==> src/rtl/ckpt_pkg.sv <==
package ckpt_pkg;

   // Bulk operation applied to the register array in a given cycle
   typedef enum logic [1:0] {
      CKPT_OP_IDLE    = 2'd0,
      CKPT_OP_COMMIT  = 2'd1,
      CKPT_OP_RESTORE = 2'd2
   } ckpt_op_e;

   function automatic int unsigned ckpt_addr_bits(input int unsigned n);
      return (n > 1) ? $clog2(n) : 1;
   endfunction

endpackage

==> src/rtl/ckpt_strobe_ctrl.sv <==
module ckpt_strobe_ctrl
   import ckpt_pkg::*;
#(
   parameter int unsigned NUM_REGS = 16,
   parameter int unsigned ADDR_W   = 4
) (
   input  logic                clk,
   input  logic                rst_n,
   input  logic                commit_i,
   input  logic                restore_i,
   input  logic                wr_en_i,
   input  logic [ADDR_W-1:0]   wr_addr_i,
   output ckpt_op_e            op_o,
   output logic [NUM_REGS-1:0] wr_onehot_o
);

   // Restore outranks commit; a write is dropped under restore
   always_comb begin
      if (restore_i)      op_o = CKPT_OP_RESTORE;
      else if (commit_i)  op_o = CKPT_OP_COMMIT;
      else                op_o = CKPT_OP_IDLE;
   end

   logic wr_allow;
   assign wr_allow = wr_en_i && !restore_i;

   for (genvar i = 0; i < NUM_REGS; i++) begin : g_dec
      assign wr_onehot_o[i] = wr_allow && (wr_addr_i == ADDR_W'(i));
   end

   AST_RESTORE_WINS: assert property (@(posedge clk) disable iff (!rst_n)
      (commit_i && restore_i) |-> (op_o == CKPT_OP_RESTORE));

   AST_WRITE_SQUASH: assert property (@(posedge clk) disable iff (!rst_n)
      restore_i |-> (wr_onehot_o == '0));

   AST_ONE_TARGET: assert property (@(posedge clk) disable iff (!rst_n)
      $onehot0(wr_onehot_o));

endmodule

==> src/rtl/ckpt_reg_slice.sv <==
module ckpt_reg_slice
   import ckpt_pkg::*;
#(
   parameter int unsigned DATA_W = 32
) (
   input  logic              clk,
   input  logic              rst_n,
   input  ckpt_op_e          op_i,
   input  logic              wr_hit_i,
   input  logic [DATA_W-1:0] wr_data_i,
   output logic [DATA_W-1:0] work_o
);

   logic [DATA_W-1:0] work_q;
   logic [DATA_W-1:0] shadow_q;

   always_ff @(posedge clk) begin
      if (!rst_n) begin
         work_q   <= '0;
         shadow_q <= '0;
      end else begin
         unique case (op_i)
            CKPT_OP_RESTORE: work_q <= shadow_q;
            CKPT_OP_COMMIT: begin
               shadow_q <= work_q;
               if (wr_hit_i) work_q <= wr_data_i;
            end
            default: begin
               if (wr_hit_i) work_q <= wr_data_i;
            end
         endcase
      end
   end

   assign work_o = work_q;

   AST_COMMIT_COPY: assert property (@(posedge clk) disable iff (!rst_n)
      (op_i == CKPT_OP_COMMIT) |=> (shadow_q == $past(work_q)));

   AST_SHADOW_HOLD: assert property (@(posedge clk) disable iff (!rst_n)
      (op_i != CKPT_OP_COMMIT) |=> $stable(shadow_q));

   AST_RESTORE_COPY: assert property (@(posedge clk) disable iff (!rst_n)
      (op_i == CKPT_OP_RESTORE) |=> (work_q == $past(shadow_q)));

   AST_WRITE_LANDS: assert property (@(posedge clk) disable iff (!rst_n)
      wr_hit_i |=> (work_q == $past(wr_data_i)));

endmodule

==> src/rtl/ckpt_read_port.sv <==
module ckpt_read_port #(
   parameter int unsigned NUM_REGS = 16,
   parameter int unsigned DATA_W   = 32,
   parameter int unsigned ADDR_W   = 4
) (
   input  logic [DATA_W-1:0] regs_i [NUM_REGS],
   input  logic [ADDR_W-1:0] addr_i,
   output logic [DATA_W-1:0] data_o
);

   localparam bit FULL_MAP = ((1 << ADDR_W) == NUM_REGS);

   if (FULL_MAP) begin : g_direct
      // Every address maps to a register: plain index
      assign data_o = regs_i[addr_i];
   end else begin : g_guarded
      // Unmapped addresses read as zero
      always_comb begin
         data_o = '0;
         for (int i = 0; i < NUM_REGS; i++) begin
            if (addr_i == ADDR_W'(i)) data_o = regs_i[i];
         end
      end
   end

endmodule

==> src/rtl/shadow_ckpt_regfile.sv <==
module shadow_ckpt_regfile
   import ckpt_pkg::*;
#(
   parameter int unsigned NUM_REGS = 16,
   parameter int unsigned DATA_W   = 32,
   parameter int unsigned NUM_RD   = 2,
   localparam int unsigned ADDR_W  = ckpt_addr_bits(NUM_REGS)
) (
   input  logic                     clk,
   input  logic                     rst_n,
   input  logic                     wr_en,
   input  logic [ADDR_W-1:0]        wr_addr,
   input  logic [DATA_W-1:0]        wr_data,
   input  logic                     chk_commit,
   input  logic                     chk_restore,
   input  logic [NUM_RD*ADDR_W-1:0] rd_addr,
   output logic [NUM_RD*DATA_W-1:0] rd_data
);

   if (NUM_REGS < 2) begin : g_bad_regs
      $error("shadow_ckpt_regfile: NUM_REGS must be at least 2");
   end
   if (DATA_W < 1) begin : g_bad_width
      $error("shadow_ckpt_regfile: DATA_W must be at least 1");
   end
   if (NUM_RD < 1 || NUM_RD > 8) begin : g_bad_rd
      $error("shadow_ckpt_regfile: NUM_RD must lie in 1..8");
   end

   ckpt_op_e            op;
   logic [NUM_REGS-1:0] wr_onehot;
   logic [DATA_W-1:0]   work_vals [NUM_REGS];

   ckpt_strobe_ctrl #(
      .NUM_REGS (NUM_REGS),
      .ADDR_W   (ADDR_W)
   ) u_ctrl (
      .clk         (clk),
      .rst_n       (rst_n),
      .commit_i    (chk_commit),
      .restore_i   (chk_restore),
      .wr_en_i     (wr_en),
      .wr_addr_i   (wr_addr),
      .op_o        (op),
      .wr_onehot_o (wr_onehot)
   );

   for (genvar r = 0; r < NUM_REGS; r++) begin : g_reg
      ckpt_reg_slice #(
         .DATA_W (DATA_W)
      ) u_slice (
         .clk       (clk),
         .rst_n     (rst_n),
         .op_i      (op),
         .wr_hit_i  (wr_onehot[r]),
         .wr_data_i (wr_data),
         .work_o    (work_vals[r])
      );
   end

   for (genvar p = 0; p < NUM_RD; p++) begin : g_rd
      ckpt_read_port #(
         .NUM_REGS (NUM_REGS),
         .DATA_W   (DATA_W),
         .ADDR_W   (ADDR_W)
      ) u_port (
         .regs_i (work_vals),
         .addr_i (rd_addr[p*ADDR_W +: ADDR_W]),
         .data_o (rd_data[p*DATA_W +: DATA_W])
      );
   end

   AST_RESTORE_IDLE_WR: assert property (@(posedge clk) disable iff (!rst_n)
      (chk_restore && wr_en) |-> (op == CKPT_OP_RESTORE && wr_onehot == '0));

endmodule

==> config.mk <==
export PLATFORM = sky130hd
export DESIGN_NAME = shadow_ckpt_regfile
export DESIGN_NICKNAME = d
export VERILOG_FILES = /design/src/rtl/ckpt_pkg.sv /design/src/rtl/ckpt_strobe_ctrl.sv /design/src/rtl/ckpt_reg_slice.sv /design/src/rtl/ckpt_read_port.sv /design/src/rtl/shadow_ckpt_regfile.sv
export SDC_FILE = /design/constraint.sdc
export NUM_CORES = 2
export LEC_CHECK = 0
export ABC_AREA = 1
export BUFFER_PORTS_ARGS = -buffer_cell sky130_fd_sc_hd__buf_2
export CELL_PAD_IN_SITES_DETAIL_PLACEMENT = 0
export CELL_PAD_IN_SITES_GLOBAL_PLACEMENT = 1
export CORE_ASPECT_RATIO = 0.5
export CORE_MARGIN = 4
export CORE_UTILIZATION = 46
export CTS_BUF_LIST = sky130_fd_sc_hd__clkbuf_4 sky130_fd_sc_hd__clkbuf_8
export DETAILED_ROUTE_END_ITERATION = 7
export PLACE_DENSITY_LB_ADDON = 0.1
export SYNTH_ARGS = -nofsm -noshare
export SYNTH_HDL_FRONTEND = slang
export SYNTH_SLANG_ARGS = --single-unit
==> constraint.sdc <==
create_clock -name clk -period 1.5 [get_ports clk]
set_clock_uncertainty 0.2 [all_clocks]
set_input_delay 0 -clock clk [delete_from_list [all_inputs] [get_ports clk]]
set_output_delay 0 -clock clk [all_outputs]
set_load 0.05 [all_outputs]
==> results.md <==
* Status: finished with violations
* Failing checks: setup timing
* Post-Layout Cell Count at 9751
* Most frequent cell after synthesis: nand2_1
* Setup violations, final at 388
* P&R area growth vs syn at 29.22%
* Post-route clock period utilization at 1.439
* Avg Synthesized Cell Area at 6.317 um2
* WL per Instance at 23.56 um
* Crit Path Class: flop to output pin
* RSZ-0062 raised after global routing: true
* Slew headroom at 0.5533
* CTS tree: yes
* Crit path DAT at 1960 ps
* Layout cells sized above 1 at 0.2805
* CP startpoint kind: flop
* Largest net degree at the start of global routing at 86
* Tightest Pin Transition at 670.0 ps
* Mapped cell area at 0.05059 mm2
* Synth top area share at 0.4052
* CTS buffer count at 153
* Worst-case hold slack at 10.56 ps
* Max Slew Vio Count at 0
* Drt pass-1 iters at 6
* Synth Register Bits at 1024
* Slowest cell on crit path: dfxtp_2
* Starting DRT DRC Count at 7315
* Number of H-tree levels at 4
* Data required, critical path at 1300 ps
* Sw Share at 0.3198
* Ys flop type: dfxtp_1
* Clk slew on worst S/H paths at 70 ps
* Endpoints failing hold at 0
* Pleak at 0.02924 uW
* Die area at 0.1157 mm2
* Yosys warnings at 0
* Crit path cell chain: inv_4 -> nand2_1 -> nand3_1 -> nand3_2 -> nand3_2 -> nand2_4 -> buf_12
* Psw at 22390 uW
* Sequential power share at 0.425
* Max Freq at 463.3 MHz
* Final WL at 229800 um
* Comb pwr share at 0.211
* Cell area power density at 1071 mW/mm2
* Initial Util at 0.4668
* Post-synthesis cell type count at 17
* Root buf cell: clkbuf_8
* Worst path buffer plus inverter count at 2
* Layout Nets at 8245
* Hold/Removal Path Class: input pin to flop
* Gr usage total at 0.3775
* EDFF count, synth at 0
* FP Rows at 85
* Main area contributors after synthesis: dfxtp_1 (41%), nand2_1 (19%), nand3_1 (14%)
* Worst vdd ir at 0.7582 mV
* Die Span Y at 242.5 um
* Cell taking the most area after synthesis: dfxtp_1
* CP max FO at 3
* Remaining global-route overflow at 0
* Residual DRC count at 0
* Post-synth top cells: nand2_1 (2516), nand3_1 (1410), dfxtp_1 (1024), a21oi_1 (899), inv_1 (602)
* Clock Sinks at 1024
* Drt via density at 5.943
* Gp weighted congestion at 0.8963
* IO Pins at 113
* Sequential area share after synthesis at 0.4052
* Clock latency on the worst-skew pair at 890 ps
* Clock power frac at 0.365
* CP delay by family, top: simple AND/OR/NAND/NOR gates
* Vias in the first global route at 53010
* Die width at 477.0 um
* First-pass GRT wire length at 336000 um
* Cells after synthesis at 8009
* Core area at 0.1084 mm2
* Async S/R FF share, synth at 0
* Most used cell, CP: nand3_2
* Antenna violations before repair at 3
* Tmin final at 2158 ps
* DR vias at 57950
* Placed cells at 9322
* Post-DP HPWL at 141500 um
* Final ANT Viol Nets at 0
* Setup ws final at -658.3 ps
* Internal at 47630 uW
* CP max stage delay at 340 ps
* Max-cap violations at 0
* Max clock buf depth at 3
* Setup crit end kind: output pin
* Syn_nets at 8058
* Setup_tns at -176100 ps
* Pre-CTS WS at -125.2 ps
* Port-buffer cells at 112
-- state kept, by name, summed over array words and instances, names as in the netlist --
register and count:
g.u_slice.shadow_q 512, g.u_slice.work_o 512
-- path summary, 6_finish.rpt --
kind	cells past startpoint	slack, ps	endpoint	startpoint
setup / recovery	7	-660	rd_data[24]	g_reg[11].u_slice.work_o[24]
hold / removal	5	10	g_reg[4].u_slice.shadow_q[9]	chk_commit
setup reg to reg	5	470	g_reg[3].u_slice.work_o[0]	g_reg[3].u_slice.work_o[0]
hold reg to reg	2	250	g_reg[7].u_slice.shadow_q[26]	g_reg[7].u_slice.shadow_q[26]
-- layout by cell type, fill, tap and decap left out, drive strengths merged --
master,Yosys,routed
nand2,2517,2517
nand3,1420,1420
dfxtp,1024,1024
a21oi,899,899
buf,188,648
inv,609,611
o21ai,592,592
nor2,264,264
clkbuf,495,240
dlygate4sd3,0,67
clkinv,1,20
clkinvlp,0,8
diode,0,3
bufinv,0,3
-- per-layer routing --
layer / GRT usage / wire length, um / share of wire / up-vias
li1: - / - / - / 26290
met1: 0.5221 / 95640 / 0.42 / 27600
met2: 0.5611 / 97250 / 0.42 / 3379
met3: 0.08920 / 26570 / 0.12 / 675
met4: 0.1627 / 10290 / 0.045 / 2
met5: 0 / 12 / 0.000052 / -
-- through the flow --
| step | power (uW) | instance area, um2 | utilization |
|---|---|---|---|
| floorplan | 37360 | 50750 | - |
| global placement | 42880 | 57670 | 0.5321 |
| detailed placement | 43190 | 57670 | 0.5321 |
| CTS | 69070 | 63300 | 0.5841 |
| global route | 72540 | 65370 | 0.6032 |
| finish | 70020 | 65370 | 0.6032 |
-- layout make-up --
class / instances / area, um2
multi-input combinational: 5692 / 27710
fill: 9883 / 43000
timing repair buffer: 715 / 9116
antenna: 3 / 7.507
inverter: 610 / 2386
clock inverter: 32 / 259.0
sequential: 1024 / 21060
tap: 1435 / 1795
clock buffer: 240 / 3047
-- kinds of logic (layout without fill, tap and decap cells) --
kind of cell,count (synthesis),count (layout),synth area share
compound gates,1491,1491,0.1475
buf+inv,1293,1597,0.09927
other cells,0,3,0
flops,1024,1024,0.4052
simple gates,4201,4201,0.3480
-- timing repair --
action                                  in CTS  in global routing
hold buffers                                72                  1
hold endpoints to repair                  1024                778
gates resized for setup                    816                602
pin swaps                                  240                265
buffers inserted                            39                 46
endpoints found under the setup margin      64               1085
-- worst reg2reg max path, cell delays in order, from the launching register on --
cell and delay, ps:
dfxtp_2 330, inv_2 90, buf_4 120, nand3_1 80, nand2_1 70, nor2_1 40
-- power groups by stage --
| stage | Clock (uW) | Sequential [uW] | Combinational [uW] |
|---|---|---|---|
| 6_report | 25500 | 29700 | 14700 |
| 4_1_cts | 25600 | 29700 | 13800 |
| 5_1_grt | 27000 | 29900 | 15700 |
| 3_5_place_dp | 0 | 30100 | 13100 |
| 3_3_place_gp | 0 | 30000 | 12900 |
| 2_1_floorplan | 0 | 29900 | 7440 |
Note: power is estimated with default switching activity, not from simulation.
